$ cat src/rtl/dma_stream_pkg.sv
package dma_stream_pkg;
  typedef enum logic [2:0] {
    ST_IDLE,
    ST_REQ,
    ST_WAIT,
    ST_SEND,
    ST_FIN
  } eng_state_e;

  localparam logic [3:0] OFF_SRC   = 4'h0;
  localparam logic [3:0] OFF_WORDS = 4'h4;
  localparam logic [3:0] OFF_CTRL  = 4'h8;
  localparam int         GO_BIT    = 0;
endpackage

$ cat src/rtl/dma_chan_regs.sv
module dma_chan_regs
  import dma_stream_pkg::*;
#(
  parameter int ADDR_W = 32,
  parameter int CNT_W  = 16,
  parameter int DATA_W = 32,
  parameter int OFF_W  = 4
) (
  input  logic              clk,
  input  logic              rst_n,
  input  logic              reg_wr_en,
  input  logic              reg_rd_en,
  input  logic [OFF_W-1:0]  reg_off,
  input  logic [DATA_W-1:0] reg_wr_data,
  output logic [DATA_W-1:0] reg_rd_data,
  output logic              reg_rd_valid,
  input  logic              busy_i,
  input  logic              adv_i,
  input  logic              dec_i,
  output logic [ADDR_W-1:0] addr_o,
  output logic [CNT_W-1:0]  cnt_o,
  output logic              start_o
);
  localparam logic [ADDR_W-1:0] STEP = ADDR_W'(4);

  logic [ADDR_W-1:0] addr_q;
  logic [CNT_W-1:0]  cnt_q;
  logic              wr_open;
  logic [DATA_W-1:0] rd_mux;

  assign wr_open = reg_wr_en && !busy_i;
  assign start_o = wr_open && (reg_off == OFF_W'(OFF_CTRL)) && reg_wr_data[GO_BIT];
  assign addr_o  = addr_q;
  assign cnt_o   = cnt_q;

  always_ff @(posedge clk) begin
    if (!rst_n) begin
      addr_q <= '0;
      cnt_q  <= '0;
    end else begin
      if (adv_i)
        addr_q <= addr_q + STEP;
      else if (wr_open && reg_off == OFF_W'(OFF_SRC))
        addr_q <= reg_wr_data[ADDR_W-1:0];
      if (dec_i)
        cnt_q <= cnt_q - CNT_W'(1);
      else if (wr_open && reg_off == OFF_W'(OFF_WORDS))
        cnt_q <= reg_wr_data[CNT_W-1:0];
    end
  end

  always_comb begin
    case (reg_off)
      OFF_W'(OFF_SRC):   rd_mux = DATA_W'(addr_q);
      OFF_W'(OFF_WORDS): rd_mux = DATA_W'(cnt_q);
      OFF_W'(OFF_CTRL):  rd_mux = DATA_W'(busy_i);
      default:           rd_mux = '0;
    endcase
  end

  always_ff @(posedge clk) begin
    if (!rst_n) begin
      reg_rd_data  <= '0;
      reg_rd_valid <= 1'b0;
    end else begin
      reg_rd_valid <= reg_rd_en;
      if (reg_rd_en) reg_rd_data <= rd_mux;
    end
  end

  a_r2_read_valid: assert property (@(posedge clk) disable iff (!rst_n)
    reg_rd_en |=> reg_rd_valid);
  a_r10_addr_locked: assert property (@(posedge clk) disable iff (!rst_n)
    (busy_i && !adv_i) |=> $stable(addr_q));
  a_r10_cnt_locked: assert property (@(posedge clk) disable iff (!rst_n)
    (busy_i && !dec_i) |=> $stable(cnt_q));
endmodule

$ cat src/rtl/dma_chan_engine.sv
module dma_chan_engine
  import dma_stream_pkg::*;
#(
  parameter int ADDR_W = 32,
  parameter int CNT_W  = 16,
  parameter int DATA_W = 32
) (
  input  logic              clk,
  input  logic              rst_n,
  input  logic              start_i,
  input  logic [ADDR_W-1:0] addr_i,
  input  logic [CNT_W-1:0]  cnt_i,
  output logic              mem_rd_en,
  output logic [ADDR_W-1:0] mem_rd_addr,
  input  logic [DATA_W-1:0] mem_rd_data,
  input  logic              mem_rd_valid,
  output logic              m_valid,
  output logic [DATA_W-1:0] m_data,
  output logic              m_last,
  input  logic              m_ready,
  output logic              adv_o,
  output logic              dec_o,
  output logic              busy_o,
  output logic              done_o
);
  eng_state_e        state, state_n;
  logic [DATA_W-1:0] data_q;
  logic              final_word;

  assign final_word = (cnt_i == CNT_W'(1));

  always_comb begin
    state_n = state;
    case (state)
      ST_IDLE: if (start_i) state_n = (cnt_i == '0) ? ST_FIN : ST_REQ;
      ST_REQ:  state_n = ST_WAIT;
      ST_WAIT: if (mem_rd_valid) state_n = ST_SEND;
      ST_SEND: if (m_ready) state_n = final_word ? ST_FIN : ST_REQ;
      ST_FIN:  state_n = ST_IDLE;
      default: state_n = ST_IDLE;
    endcase
  end

  always_ff @(posedge clk) begin
    if (!rst_n) begin
      state  <= ST_IDLE;
      data_q <= '0;
    end else begin
      state <= state_n;
      if (state == ST_WAIT && mem_rd_valid) data_q <= mem_rd_data;
    end
  end

  assign mem_rd_en   = (state == ST_REQ);
  assign mem_rd_addr = addr_i;
  assign adv_o       = (state == ST_REQ);
  assign m_valid     = (state == ST_SEND);
  assign m_data      = data_q;
  assign m_last      = (state == ST_SEND) && final_word;
  assign dec_o       = (state == ST_SEND) && m_ready;
  assign busy_o      = (state != ST_IDLE);
  assign done_o      = (state == ST_FIN);

  a_r5_stall_hold: assert property (@(posedge clk) disable iff (!rst_n)
    (m_valid && !m_ready) |=> (m_valid && $stable(m_data) && $stable(m_last)));
  a_r4_one_request: assert property (@(posedge clk) disable iff (!rst_n)
    mem_rd_en |=> !mem_rd_en);
  a_r7_single_pulse: assert property (@(posedge clk) disable iff (!rst_n)
    done_o |=> (!done_o && !busy_o));
  a_r6_last_ends: assert property (@(posedge clk) disable iff (!rst_n)
    (m_valid && m_ready && m_last) |=> done_o);
endmodule

$ cat src/rtl/dma_done_counter.sv
module dma_done_counter #(
  parameter int W = 16
) (
  input  logic         clk,
  input  logic         rst_n,
  input  logic         done_i,
  output logic [W-1:0] count_o
);
  always_ff @(posedge clk) begin
    if (!rst_n) count_o <= '0;
    else if (done_i) count_o <= count_o + W'(1);
  end

  a_r8_step: assert property (@(posedge clk) disable iff (!rst_n)
    done_i |=> (count_o == W'($past(count_o) + W'(1))));
  a_r8_hold: assert property (@(posedge clk) disable iff (!rst_n)
    !done_i |=> $stable(count_o));
endmodule

$ cat src/rtl/dma_stream_channel.sv
module dma_stream_channel #(
  parameter int ADDR_W = 32,
  parameter int CNT_W  = 16,
  parameter int DONE_W = 16,
  parameter int OFF_W  = 4
) (
  input  logic              clk,
  input  logic              rst_n,
  input  logic              reg_wr_en,
  input  logic              reg_rd_en,
  input  logic [OFF_W-1:0]  reg_off,
  input  logic [31:0]       reg_wr_data,
  output logic [31:0]       reg_rd_data,
  output logic              reg_rd_valid,
  output logic              mem_rd_en,
  output logic [ADDR_W-1:0] mem_rd_addr,
  input  logic [31:0]       mem_rd_data,
  input  logic              mem_rd_valid,
  output logic              m_valid,
  output logic [31:0]       m_data,
  output logic              m_last,
  input  logic              m_ready,
  output logic              done_o,
  output logic              busy_o,
  output logic [DONE_W-1:0] done_count_o
);
  localparam int WORD_W = 32;

  logic              start, adv, dec;
  logic [ADDR_W-1:0] addr;
  logic [CNT_W-1:0]  cnt;

  dma_chan_regs #(
    .ADDR_W(ADDR_W), .CNT_W(CNT_W), .DATA_W(WORD_W), .OFF_W(OFF_W)
  ) u_regs (
    .clk(clk), .rst_n(rst_n),
    .reg_wr_en(reg_wr_en), .reg_rd_en(reg_rd_en), .reg_off(reg_off),
    .reg_wr_data(reg_wr_data), .reg_rd_data(reg_rd_data),
    .reg_rd_valid(reg_rd_valid),
    .busy_i(busy_o), .adv_i(adv), .dec_i(dec),
    .addr_o(addr), .cnt_o(cnt), .start_o(start)
  );

  dma_chan_engine #(
    .ADDR_W(ADDR_W), .CNT_W(CNT_W), .DATA_W(WORD_W)
  ) u_engine (
    .clk(clk), .rst_n(rst_n),
    .start_i(start), .addr_i(addr), .cnt_i(cnt),
    .mem_rd_en(mem_rd_en), .mem_rd_addr(mem_rd_addr),
    .mem_rd_data(mem_rd_data), .mem_rd_valid(mem_rd_valid),
    .m_valid(m_valid), .m_data(m_data), .m_last(m_last), .m_ready(m_ready),
    .adv_o(adv), .dec_o(dec), .busy_o(busy_o), .done_o(done_o)
  );

  dma_done_counter #(.W(DONE_W)) u_done_cnt (
    .clk(clk), .rst_n(rst_n), .done_i(done_o), .count_o(done_count_o)
  );
endmodule

$ cat config.mk
export PLATFORM = sky130hd
export DESIGN_NAME = dma_stream_channel
export DESIGN_NICKNAME = d
export VERILOG_FILES = /design/src/rtl/dma_stream_pkg.sv /design/src/rtl/dma_chan_regs.sv /design/src/rtl/dma_chan_engine.sv /design/src/rtl/dma_done_counter.sv /design/src/rtl/dma_stream_channel.sv
export SDC_FILE = /design/constraint.sdc
export NUM_CORES = 1
export LEC_CHECK = 0
export ABC_CLOCK_PERIOD_IN_PS = 2400
export CORE_MARGIN = 2
export CORE_UTILIZATION = 55
export CTS_CLUSTER_DIAMETER = 100
export DETAILED_ROUTE_END_ITERATION = 10
export DONT_BUFFER_PORTS = 1
export PLACE_DENSITY = 0.66
export SLEW_MARGIN = 25
export SYNTH_ARGS = -nofsm -noshare
export SYNTH_HDL_FRONTEND = slang
export SYNTH_SLANG_ARGS = --single-unit
$ cat constraint.sdc
create_clock -name clk -period 2.4 [get_ports clk]
set_clock_uncertainty 0.15 [all_clocks]
set_input_delay 0.48 -clock clk [delete_from_list [all_inputs] [get_ports clk]]
set_output_delay 0.48 -clock clk [all_outputs]
set_load 0.03 [all_outputs]
After elaboration in Yosys (flattened, before gate mapping)
Cells that the tools add are included.

storage, ports and cells
  logic and storage cells = 47
  output and inout bits = 118
  input bits = 74
  register bits after elaboration = 132

operators by class
  reduce and logical (&&, ||, !) cells = 16
  add/subtract/negate cells = 3
  muxes and demuxes = 11
  eq/ne operators = 10

operators by type and width
  cell                                                                      count
  32-bit one-hot mux with 3 select lines                                    1
  32-bit two-way mux                                                        2
  32-bit by 3-bit adder with 32-bit output (second input constant)          1
  16-bit two-way mux                                                        2
  16-bit by 1-bit adder with 16-bit output (second input constant)          1
  16-bit by 1-bit equality test with 1-bit output (second input constant)   1
  16-bit logical NOT                                                        1
  16-bit by 1-bit subtractor with 16-bit output (second input constant)     1
  3-bit two-way mux                                                         5
  3-bit one-hot mux with 4 select lines                                     1
  1-bit logical AND                                                         8
  3-bit by 2-bit equality test with 1-bit output (second input constant)    2
  4-bit by 3-bit equality test with 1-bit output (second input constant)    1
  4-bit equality test (second input constant)                               1
  4-bit logical NOT                                                         1
  2-bit inequality test (second input constant)                             2
  2-bit nonzero test                                                        2
  3-bit by 1-bit equality test with 1-bit output (second input constant)    1
  3-bit equality test (second input constant)                               1
  3-bit logical NOT                                                         1
  3-bit AND reduction                                                       1
  3-bit nonzero test                                                        1
  2-bit by 1-bit inequality test with 1-bit output (second input constant)  1
  1-bit logical NOT                                                         1

Depth between registers and ports, before layout
  depth after elaboration = 7
  gate-level depth with buffers = 8
  depth with buffers taken out = 6

By module
A second synthesis with hierarchy kept.

unflattened totals
  cells, all modules = 818
  area, all modules = 6811.5 sq um

modules (own cells, without submodules)
  module            cells an instance  area each (sq um)  seq. area each (sq um)  instances
  dma_chan_regs     529                4337.9             1621.6                  1
  dma_chan_engine   206                1729.2             700.7                   1
  dma_done_counter  83                 744.5              320.3                   1

Worst setup path after synthesis
Ideal clock, no wire load.

  path type = register -> output
  start point = register u_regs.cnt_q[6], in the netlist u_regs.cnt_o[6]
  end point = output port m_last
  arrival time = 1.626 ns
  stages on the path, launching flop included = 5
  setup slack = 0.144 ns
  cells stage by stage = dfxtp_1 -> nor4_1 -> nand3_1 -> nand4bb_1 -> nor2_1

between the ends
  cells in the longest elaborated chain, start to end = 2

ends and longest elaborated chain
  item                                             line                      text
  start, declared                                  dma_chan_regs.sv:27       logic [CNT_W-1:0] cnt_q;
  start signal, assigned                           dma_chan_regs.sv:46       cnt_q <= cnt_q - CNT_W'(1);
  start signal, assigned                           dma_chan_regs.sv:48       cnt_q <= reg_wr_data[CNT_W-1:0];
  16-bit by 1-bit equality test with 1-bit output  dma_chan_engine.sv:30     assign final_word = (cnt_i == CNT_W'(1));
  1-bit logical AND                                dma_chan_engine.sv:59     assign m_last = (state == ST_SEND) && final_word;
  end, declared                                    dma_stream_channel.sv:21  output logic m_last,

Every way passes these cells.

Worst setup path in the final report
  start point = register u_regs.cnt_q[9], in the netlist u_regs.cnt_o[9]
  end point = output port m_last

Same word-level chain as after synthesis.

==> impl_metrics.xml <==
<?xml version="1.0" encoding="UTF-8"?>
<metrics>
  <group name="critical_path">
    <metric name="rr_endpoint" unit="">u_regs.addr_o[22]$_SDFFE_PN0P_</metric>
    <metric name="cp-endpoint" unit="">m_last</metric>
    <metric name="ff2ff_path_depth" unit="">6</metric>
    <metric name="cp.arrival" unit="ns">1.83</metric>
    <metric name="reg2reg_from" unit="">u_engine.state[1]$_SDFFE_PN0P_</metric>
    <metric name="timing.critical_path.from_type" unit="">register</metric>
    <metric name="critPathLaunch" unit="">u_regs.cnt_o[9]$_SDFFE_PN0P_</metric>
    <metric name="critPathMaxFanout" unit="">4</metric>
    <metric name="worst-setup-path-type" unit="">reg2out</metric>
    <metric name="reg2reg_setup_slack" unit="ns">0.21</metric>
    <metric name="timing.critical_path.to_type" unit="">primary output</metric>
    <metric name="critical_path_required" unit="ns">1.77</metric>
  </group>
  <group name="die">
    <metric name="fp.dieW" unit="um">109</metric>
    <metric name="core" unit="um2">10800</metric>
    <metric name="design.die.area" unit="um2">11800</metric>
    <metric name="initial_utilization" unit="%">56.0</metric>
    <metric name="die_height" unit="um">109</metric>
    <metric name="floorplan.rows" unit="">38</metric>
    <metric name="ios" unit="">192</metric>
  </group>
  <group name="cts">
    <metric name="clock_tree.htree_level_count" unit="">4</metric>
    <metric name="clk-insertion-delay-late" unit="ns">0.54</metric>
    <metric name="cts_tree" unit="">built</metric>
    <metric name="ctsRootBufferMaster" unit="">clkbuf_8</metric>
    <metric name="clkSinkCount" unit="">132</metric>
    <metric name="clock_tree.buffer_depth" unit="">2</metric>
    <metric name="cts_made_buffers" unit="">17</metric>
    <metric name="clkSlewWorstSetupHoldPaths" unit="ns">0.06</metric>
  </group>
  <group name="sta">
    <metric name="max_slew_headroom" unit="%">51.4</metric>
    <metric name="max_slew.worst_pin.slew" unit="ns">0.726</metric>
    <metric name="hold_viol" unit="">0</metric>
    <metric name="fmax" unit="MHz">406</metric>
    <metric name="maxSlewViolCount" unit="">0</metric>
    <metric name="setup_total_negative_slack" unit="ns">-0.0602</metric>
    <metric name="finalCriticalPeriod" unit="ns">2.46</metric>
    <metric name="setup_slack" unit="ns">-0.0602</metric>
    <metric name="rsz0062_at_grt" unit="">yes</metric>
    <metric name="finalCritPeriodShare" unit="%">103</metric>
    <metric name="final-setup-viol-count" unit="">1</metric>
  </group>
  <group name="cells_and_area">
    <metric name="seqCellArea" unit="um2">2650</metric>
    <metric name="n_antenna_cell" unit="">0</metric>
    <metric name="multi_input_comb_area" unit="um2">3220</metric>
    <metric name="n_fill_cell" unit="">864</metric>
    <metric name="nets" unit="">943</metric>
    <metric name="post_route_cells_drive_above_1_share" unit="%">13.6</metric>
    <metric name="final_cell_count_no_fill" unit="">1018</metric>
    <metric name="final_core_utilization" unit="%">71.7</metric>
    <metric name="area_growth" unit="%">28.2</metric>
  </group>
  <group name="power">
    <metric name="sum_of_internal_switching_and_leakage_power" unit="W">0.00502</metric>
    <metric name="power_density" unit="nW/um2">649</metric>
    <metric name="p_leak" unit="nW">2.79</metric>
    <metric name="vdd.ir_drop.worst" unit="mV">0.552</metric>
  </group>
  <group name="yosys">
    <metric name="net_count_after_synthesis" unit="">856</metric>
    <metric name="yosys_warnings" unit="">0</metric>
    <metric name="async_flop_share" unit="%">0</metric>
    <metric name="syn-cell-area" unit="um2">6040</metric>
    <metric name="synth.distinct_cells" unit="">58</metric>
    <metric name="postSynthRegisterBits" unit="">132</metric>
    <metric name="postSynthCellCount" unit="">778</metric>
    <metric name="ys_seq_area_share" unit="%">43.7</metric>
    <metric name="synth_enable_flop_cells" unit="">0</metric>
    <metric name="syn_avg_cell_area" unit="um2">7.77</metric>
    <metric name="dominantRegCellSynth" unit="">dfxtp_1</metric>
  </group>
  <group name="placement">
    <metric name="placement.io_buffers" unit="">0</metric>
    <metric name="detailedPlace.worstSlack" unit="ns">0.166</metric>
    <metric name="place.detailed.hpwl" unit="um">13000</metric>
    <metric name="placedCellCount" unit="">923</metric>
    <metric name="routability_congestion_estimate" unit="">0.909</metric>
  </group>
  <group name="detailed_routing">
    <metric name="drtPass1Iterations" unit="">5</metric>
    <metric name="wl" unit="um">19500</metric>
    <metric name="via_count" unit="">6235</metric>
    <metric name="detailed_route_drc_error_count" unit="">0</metric>
    <metric name="ant_nets" unit="">0</metric>
    <metric name="routed_via_density" unit="">6.12</metric>
    <metric name="per_cell_routed_wire_length" unit="um">19.2</metric>
    <metric name="detailedRoute.firstIterationViolations" unit="">546</metric>
  </group>
  <group name="global_routing">
    <metric name="globalRoute.totalOverflow" unit="">0</metric>
    <metric name="globalRouteTotalUtil" unit="%">32.8</metric>
    <metric name="largest_net_degree_at_the_start_of_global_routing" unit="">48</metric>
    <metric name="globalRoute.busiestLayer" unit="">met2</metric>
    <metric name="grt_first_pass_wirelength" unit="um">29900</metric>
    <metric name="grt_use_met2" unit="%">55.4</metric>
    <metric name="globalRouteMet3Util" unit="%">10.2</metric>
    <metric name="globalRouteMet1Util" unit="%">37.9</metric>
    <metric name="grt_pass1_vias" unit="">5967</metric>
    <metric name="antenna_found_initial" unit="">0</metric>
  </group>
  <group name="run">
    <metric name="max_cap_violations" unit="">0</metric>
  </group>
  <group name="outcome">
    <metric name="status" unit="">finished with violations</metric>
    <metric name="violations_in_the_final_reports" unit="">setup timing</metric>
  </group>
  <group name="min_path">
    <metric name="worstHoldPathCells" unit="">3</metric>
    <metric name="hold_class" unit="">in2reg</metric>
  </group>
</metrics>
flip-flops by register name, indices dropped and copies added (netlist names):
name                 count
u_done_cnt.count_o      16
u_engine.m_data         32
u_engine.state           3
u_regs.addr_o           32
u_regs.cnt_o            16
u_regs.reg_rd_data      32
u_regs.reg_rd_valid      1
how the worst min path moves through the flow:
stage                                       start                                 end  slack (ns)
floorplan           u_regs.cnt_o[12]$_SDFFE_PN0P_       u_regs.cnt_o[12]$_SDFFE_PN0P_        0.31
global placement    u_regs.cnt_o[12]$_SDFFE_PN0P_       u_regs.cnt_o[12]$_SDFFE_PN0P_        0.32
detailed placement  u_regs.cnt_o[12]$_SDFFE_PN0P_       u_regs.cnt_o[12]$_SDFFE_PN0P_        0.32
CTS                                    reg_off[3]  u_regs.reg_rd_data[0]$_SDFFE_PN0P_       0.003
global route                       reg_wr_data[4]        u_regs.cnt_o[4]$_SDFFE_PN0P_        0.02
finish                                 reg_off[3]  u_regs.reg_rd_data[0]$_SDFFE_PN0P_        0.01
logic make-up after synthesis:
logic type | Yosys count | share of synthesized area, %
AND/OR/NAND/NOR | 350 | 28.1
multiplexers | 4 | 0.704
adder cells (fa/ha/maj) | 4 | 0.828
XOR/XNOR | 12 | 1.74
AO/OA/AOI/OAI | 209 | 20.4
buffers and inverters | 67 | 4.43
flip-flops | 132 | 43.7
cell type report:
| class | count | share of cell area (%) |
|---|---|---|
| inverters | 14 | 0.695 |
| clock inverters | 14 | 1.99 |
| clock buffers | 18 | 5.53 |
| well taps | 140 | 2.26 |
| flip-flops and latches | 132 | 34.2 |
| repair buffers | 120 | 13.7 |
| multi-input cells | 580 | 41.6 |
worst max-delay path: stages (launching register included):
cell and delay [ns]:
dfxtp_2 0.35, nor4_4 0.30, nand3_1 0.14, nand4bb_4 0.22, nor2_1 0.10, buf_4 0.17
repair_timing:
item	4_1_cts	5_1_grt
hold buffers	60	0
gates resized for setup	9	4
pin swaps	4	0
buffers inserted	2	0
setup endpoints to repair	2	17
cloned	1	0
endpoints found under the hold margin	91	0
power by group:
part | leakage (nW) | internal [W] | switching [W] | total, W
clock network | 0.278 | 0.00151 | 0.00101 | 0.00253
registers | 1.07 | 0.00220 | 0.0000199 | 0.00222
logic | 1.45 | 0.000122 | 0.000150 | 0.000272
synthesized netlist by cell type (all sizes together) (13+ instances only):
| cell | instances | area [um2] |
|---|---|---|
| nor2 | 75 | 284 |
| dfxtp | 132 | 2640 |
| nand4 | 16 | 121 |
| a31oi | 13 | 81.3 |
| o21ai | 17 | 85.1 |
| and3 | 16 | 100 |
| a21oi | 119 | 596 |
| nand2 | 134 | 503 |
| inv | 13 | 48.8 |
| clkbuf | 43 | 161 |
| nor3 | 17 | 85.1 |
| a22oi | 21 | 158 |
| nand3 | 49 | 250 |
per-layer routing:
| layer | wire (um) | up-vias |
|---|---|---|
| li1 | - | 2950 |
| met1 | 7570 | 2923 |
| met2 | 9420 | 313 |
| met3 | 1900 | 49 |
| met4 | 620 | 0 |
| met5 | 0 | - |
per-stage QoR:
| stage | instance area, um2 | hold WS (ns) |
|---|---|---|
| 3_5_place_dp | 6470 | 0.324 |
| 2_1_floorplan | 6040 | 0.306 |
| 5_1_grt | 7740 | 0.0154 |
| 3_3_place_gp | 6470 | 0.316 |
| 6_report | 7740 | 0.0116 |
| 4_1_cts | 7730 | 0.00309 |
cells in the final DEF (no fill, tap or decap), types with 5 or more instances in the layout:
cell           count
and2_1             5
and3_1            16
o21a_1             5
xnor2_1            5
dfxtp_1          127
nor3_1            15
a31oi_1           13
o21ai_0           16
a21oi_1          119
buf_4             59
or3_1              8
inv_1             12
clkinv_4           5
nand2_1          133
dlygate4sd3_1     60
nor4_4             5
clkbuf_16         16
xor2_1             7
dfxtp_2            5
nand2b_1           5
nand3_1           48
nor2_1            74
o211ai_1          11
nand4_1           14
a22oi_1           21
Power figures use the tool's default switching activity.
